$ cat src/rtl/rx_match_unit.sv
module rx_match_unit #(
  parameter int NCHR = 3,
  parameter int DW   = 8
) (
  input  logic          clk,
  input  logic          rst_n,
  input  logic [DW-1:0] rx_data,
  input  logic          rx_valid,
  input  logic          reg_wr,
  input  logic          reg_rd,
  input  logic [1:0]    reg_addr,
  input  logic [DW-1:0] reg_wdata,
  output logic [DW-1:0] reg_rdata,
  output logic [DW-1:0] out_data,
  output logic          out_valid,
  output logic          tx_enable,
  output logic          irq,
  output logic [4:0]    irq_id
);
  localparam logic [1:0] A_SEL = 2'd0, A_PORT = 2'd1, A_CNT = 2'd2, A_ID = 2'd3;
  localparam logic [4:0] ID_CNT = 5'b10010;

  logic [2:0]    sel_q;
  logic [DW-1:0] chr_q [NCHR];
  logic [3:0]    fn_q  [NCHR];
  logic [DW-1:0] cnt_q;
  logic          cnt_ie_q;
  logic          tx_q, pend_q, ov_q;
  logic [4:0]    code_q;
  logic [DW-1:0] od_q;

  logic [1:0] idx;
  logic       idx_ok;
  assign idx    = sel_q[2:1];
  assign idx_ok = (int'(idx) < NCHR);

  logic [NCHR-1:0] hit;
  logic act_int, act_del, act_stop, act_start;
  logic [1:0] int_idx;
  always_comb begin
    act_int = 1'b0; act_del = 1'b0; act_stop = 1'b0; act_start = 1'b0;
    int_idx = 2'd0;
    for (int i = NCHR - 1; i >= 0; i--) begin
      hit[i] = (rx_data == chr_q[i]);
      if (hit[i]) begin
        act_del   = act_del   | fn_q[i][1];
        act_stop  = act_stop  | fn_q[i][2];
        act_start = act_start | fn_q[i][3];
        if (fn_q[i][0]) begin
          act_int = 1'b1;
          int_idx = 2'(i);
        end
      end
    end
  end

  logic rd_clear;
  assign rd_clear = reg_rd && reg_addr == A_ID;

  always_ff @(posedge clk or negedge rst_n) begin
    if (!rst_n) begin
      sel_q <= '0;
      for (int i = 0; i < NCHR; i++) begin
        chr_q[i] <= '0;
        fn_q[i]  <= '0;
      end
      cnt_ie_q <= 1'b0;
    end else if (reg_wr) begin
      case (reg_addr)
        A_SEL: sel_q <= reg_wdata[2:0];
        A_PORT:
          if (idx_ok) begin
            if (sel_q[0]) chr_q[idx] <= reg_wdata;
            else          fn_q[idx]  <= reg_wdata[3:0];
          end
        A_CNT: cnt_ie_q <= reg_wdata[0];
        default: ;
      endcase
    end
  end

  always_ff @(posedge clk or negedge rst_n) begin
    if (!rst_n) begin
      cnt_q  <= '0;
      tx_q   <= 1'b1;
      pend_q <= 1'b0;
      code_q <= '0;
      ov_q   <= 1'b0;
      od_q   <= '0;
    end else begin
      ov_q <= rx_valid && !act_del;
      if (rx_valid) begin
        od_q  <= rx_data;
        cnt_q <= cnt_q + 1'b1;
        if (act_stop)       tx_q <= 1'b0;
        else if (act_start) tx_q <= 1'b1;
      end
      if (rx_valid && act_int) begin
        pend_q <= 1'b1;
        code_q <= {3'b110, int_idx};
      end else if (rx_valid && cnt_ie_q) begin
        pend_q <= 1'b1;
        code_q <= ID_CNT;
      end else if (rd_clear) begin
        pend_q <= 1'b0;
      end
    end
  end

  always_comb begin
    case (reg_addr)
      A_SEL:  reg_rdata = {5'b0, sel_q};
      A_PORT: reg_rdata = !idx_ok ? '0 : sel_q[0] ? chr_q[idx] : {4'b0, fn_q[idx]};
      A_CNT:  reg_rdata = cnt_q;
      default: reg_rdata = {2'b0, code_q, pend_q};
    endcase
  end

  assign out_data  = od_q;
  assign out_valid = ov_q;
  assign tx_enable = tx_q;
  assign irq       = pend_q;
  assign irq_id    = code_q;

  AST_SEL_UPPER_ZERO: assert property (@(posedge clk) disable iff (!rst_n)
    reg_addr == A_SEL |-> reg_rdata[7:3] == 5'd0);
  AST_FUNC_UPPER_ZERO: assert property (@(posedge clk) disable iff (!rst_n)
    (reg_addr == A_PORT && !sel_q[0]) |-> reg_rdata[7:4] == 4'd0);
  AST_PASS_THROUGH: assert property (@(posedge clk) disable iff (!rst_n)
    (rx_valid && !act_del) |=> (out_valid && out_data == $past(rx_data)));
  AST_IDLE_QUIET: assert property (@(posedge clk) disable iff (!rst_n)
    !rx_valid |=> !out_valid);
  AST_DROP: assert property (@(posedge clk) disable iff (!rst_n)
    (rx_valid && act_del) |=> !out_valid);
  AST_COUNT_STEP: assert property (@(posedge clk) disable iff (!rst_n)
    rx_valid |=> cnt_q == $past(cnt_q) + 8'd1);
  AST_COUNT_HOLD: assert property (@(posedge clk) disable iff (!rst_n)
    !rx_valid |=> $stable(cnt_q));
  AST_STOP_WINS: assert property (@(posedge clk) disable iff (!rst_n)
    (rx_valid && act_stop) |=> !tx_enable);
  AST_MATCH_IRQ: assert property (@(posedge clk) disable iff (!rst_n)
    (rx_valid && act_int) |=> (irq && irq_id[4:3] == 2'b11));
  AST_READ_CLEARS: assert property (@(posedge clk) disable iff (!rst_n)
    (rd_clear && !rx_valid) |=> !irq);
endmodule

$ cat config.mk
export PLATFORM = sky130hd
export DESIGN_NAME = rx_match_unit
export DESIGN_NICKNAME = d
export VERILOG_FILES = /design/src/rtl/rx_match_unit.sv
export SDC_FILE = /design/constraint.sdc
export NUM_CORES = 1
export LEC_CHECK = 0
export BUFFER_PORTS_ARGS = -buffer_cell sky130_fd_sc_hd__buf_4
export CAP_MARGIN = 20
export CORE_MARGIN = 10
export CORE_UTILIZATION = 40
export DETAILED_ROUTE_END_ITERATION = 12
export PLACE_DENSITY_LB_ADDON = 0.2
export SYNTH_ARGS = -nofsm -noshare
export SYNTH_HDL_FRONTEND = slang
export SYNTH_SLANG_ARGS = --single-unit
$ cat constraint.sdc
create_clock -name clk -period 1.6 [get_ports clk]
set_input_delay 0.24 -clock clk [delete_from_list [all_inputs] [get_ports clk]]
set_output_delay 0.24 -clock clk [all_outputs]
set_load 0.005 [all_outputs]
==> summary.md <==
| Metric | Value |
|---|---|
| Outcome | `finished, violations left` |
| Violated checks | `negative setup slack` |
| Hold-critical path depth | `2` |
| Worst path top cell family by delay | `flip-flops` |
| Most common cell after layout, fill and taps aside | `sky130_fd_sc_hd__buf_4` |
| Worst setup slack after layout | `-0.459 ns` |
| Met1 layer wirelength in the final routing | `4280 um` |
| Overall power of the completed layout | `0.00641 W` |
| Number of buffers inserted during clock tree synthesis | `9` |
| Worst ir drop on vdd | `0.000535 V` |
| Number of flops mapped to enable cells by yosys | `0` |
| Post-layout minimum cycle time | `2.06 ns` |
| Number of vias per cell after detailed routing | `5.21` |
| Nets in the synthesized netlist | `306` |
| Sum of met3 wire segment lengths after detailed routing | `361 um` |
| Overall routed net length | `9220 um` |
| Worst EP required | `1.36 ns` |
| Syn. warnings | `0` |
| Endpoint of the worst hold path | `chr_q[23]` |
| Maximum operating frequency | `486 MHz` |
| Wire length of the first global-routing pass | `15100 um` |
| Met2 routed WL | `4440 um` |
| Die H | `111 um` |
| Ports | `47` |
| Total Routing Usage GR | `0.151` |
| R2r worst-path depth | `6` |
| Count of buffer and inverter cells on the critical path | `2` |
| Crit Path Max Fanout | `4` |
| Weighted congestion at the end of routability-driven global placement | `0.822` |
| Number of nets in the layout | `398` |
| Nature of the critical path endpoint | `output pin` |
| Final cycle utilization of the critical path | `1.29` |
| Number of failing setup endpoints in the final timing report | `48` |
| RR Startpoint | `sel_q[2]` |
| CTS tree | `yes` |
| Number of distinct library cell variants in the gate-level netlist after synthesis | `49` |
| Highest routed layer | `met4` |
| Total iterations of the first detailed-routing run | `4` |
| Post-synthesis to final-layout area growth | `42.6%` |
| Critical Path Source Type | `flip-flop` |
| Via count | `2520` |
| Worst R2R End | `chr_q[22]` |
| Number of pins with negative max-slew slack in the final report | `0` |
| P per Cell Area | `1360 nW/um^2` |
| Global route overflow | `0` |
| Cells along the critical path | `a211oi_2 > and2b_2 > buf_6 > nand2_1 > a41oi_2 > buf_4` |
| RSZ-0062 raised after global routing | `true` |
| Core area | `8130 um^2` |
| Post-Syn Area | `3290 um^2` |
| CP max stage delay | `0.47 ns` |
| Number of rows created at floorplan | `33` |
| Category of the most critical setup path | `flip-flop to output pin` |
| Drt wl/cell | `19.1 um` |
| Detailed router's first-iteration violation count | `85` |
| Area enclosed by the die boundary | `12300 um^2` |
| Critical-path top delay cell | `sky130_fd_sc_hd__dfrtp_2` |
| Die Wd | `111 um` |
| FF+latch area | `1580 um^2` |
| Multi-input gate area in the final layout | `1960 um^2` |
| Root Buffer Master | `sky130_fd_sc_hd__clkbuf_8` |
| DPL Wire Length | `6430 um` |
| Final Instance Area | `4700 um^2` |
| Dominant register cell in the synthesized netlist | `sky130_fd_sc_hd__dfrtp_1` |
| Clock tree sinks | `63` |
| Register area share after synthesis | `0.479` |
| Number of cells produced by synthesis | `282` |
| Port Buffers | `45` |
| Number of synthesized register bits | `63` |
| Clock latency of the later-clocked register in the worst-skew pair | `0.35 ns` |
| Share of layout cells above drive strength 1 | `0.544` |
| Number of hold violations in the final report | `0` |
| Proportion of synthesized flip-flops having asynchronous set or reset | `1.00` |
| Post-DP Area | `4060 um^2` |
| Hold path startpoint | `reg_wdata[7]` |
| Critical path arrival | `1.82 ns` |
| Standby leakage power | `2.15 nW` |
| Reg clk slew, reported paths | `0.07 ns` |
| Clk_skew | `0.00837 ns` |
| Final antenna diode count | `0` |
| ANT nets after route | `0` |
| Remaining design rule violation count | `0` |
| FF-to-FF setup slack | `-0.29 ns` |
| Initial Utilization | `0.405` |
| Initial antenna violation count | `0` |
| Max H-tree Level | `3` |
| Average footprint of a synthesized cell | `11.7 um^2` |
| Number of max-capacitance violations reported | `0` |
| Most used cells in the layout excluding fill and tap cells | `sky130_fd_sc_hd__buf_4, sky130_fd_sc_hd__dfrtp_1, sky130_fd_sc_hd__mux2_4` |
| Max Root-Sink Buffers | `2` |
| Class of the most critical hold timing path | `input port to flip-flop` |
| Pre-CTS WS | `-0.123 ns` |
| Final-layout fill cell count | `669` |
| Largest net degree at the start of global routing | `33` |
| Vias in the first global route | `2834` |
## stage by stage
step,utilization,TNS [ns],hold slack [ns],std cells
floorplan,-,-0.446,-0.0556,282
global placement,0.499,-4.29,0.215,463
detailed placement,0.499,-4.22,0.212,463
CTS,0.564,-8.61,0.130,484
global route,0.577,-15.91,0.132,484
finish,0.577,-12.76,0.141,484
## report_power, final
| part | leakage [nW] | switching (W) | internal [W] | total (W) |
|---|---|---|---|---|
| Sequential | 0.782 | 0.000481 | 0.00208 | 0.00256 |
| Combinational | 1.25 | 0.000892 | 0.00139 | 0.00228 |
| Clock | 0.119 | 0.000633 | 0.000930 | 0.00156 |
| Total | 2.15 | 0.00201 | 0.00440 | 0.00641 |
## cell usage after synthesis, drive strengths merged, types with 3 or more instances
cell type | count | area, um^2
dfrtp | 62 | 1550
mux2 | 49 | 552
nand2 | 24 | 90.1
xnor2 | 21 | 184
o21ai | 17 | 85.1
mux2i | 12 | 120
xor2 | 10 | 87.6
nor2 | 9 | 33.8
buf | 7 | 53.8
clkbuf | 7 | 26.3
a21oi | 6 | 30.0
nand4 | 6 | 37.5
nand3 | 5 | 25.0
a22oi | 4 | 30.0
inv | 4 | 15.0
nand3b | 3 | 22.5
## timing repair
| action | 4_1_cts | 5_1_grt |
|---|---|---|
| endpoints found under the hold margin | 30 | 0 |
| resized for setup | 67 | 30 |
| hold buffers | 1 | 0 |
| buffers inserted | 4 | 1 |
| pin swaps | 6 | 7 |
| setup endpoints to repair | 50 | 51 |
| cloned | 1 | 0 |
## worst max path at each step
stage,cells after the start,to,startpoint
final,6,reg_rdata[1],sel_q[2]
after CTS,8,reg_rdata[1],sel_q[2]
after global placement,5,chr_q[19],sel_q[1]
after detailed placement,4,fn_q[6],sel_q[1]
after floorplan,6,chr_q[16],sel_q[1]
after global routing,6,reg_rdata[2],sel_q[2]
## cell families (layout without fill, tap and decap cells)
group / after synthesis / count (layout) / synth area share
compound gates: 41 / 41 / 0.0836
xor+xnor: 31 / 31 / 0.0824
fa+ha+maj: 1 / 1 / 0.00380
buf+inv: 18 / 115 / 0.0289
flops: 63 / 63 / 0.479
mux: 61 / 61 / 0.204
other cells: 1 / 1 / 0.00114
simple gates: 66 / 66 / 0.117
## worst reg2reg max path, cell delays in order, from the launching register on
cell and delay, ns:
sky130_fd_sc_hd__dfrtp_2 0.47, sky130_fd_sc_hd__a211oi_2 0.29, sky130_fd_sc_hd__and2_4 0.20, sky130_fd_sc_hd__buf_6 0.10, sky130_fd_sc_hd__and4bb_1 0.25, sky130_fd_sc_hd__buf_12 0.16
sky130_fd_sc_hd__mux2_4 0.30
## sequential cells by signal, indices dropped and copies added (netlist names)
register   count
chr_q         24
fn_q          12
cnt_q          8
out_data       8
irq_id         4
sel_q          3
cnt_ie_q       1
irq            1
out_valid      1
tx_enable      1
## final cells by class
class	count	area share
multi-input combinational	201	0.416
clock inverter	2	0.00746
sequential	63	0.336
inverter	4	0.00320
tap	105	0.0280
timing repair buffer	95	0.168
clock buffer	14	0.0410
## routing by layer
metal / up-vias / GRT usage
met5: - / 0
met4: 0 / 0.0521
met3: 15 / 0.0379
met2: 55 / 0.243
met1: 1258 / 0.193
li1: 1192 / -
(Power assumes the default switching activity.)
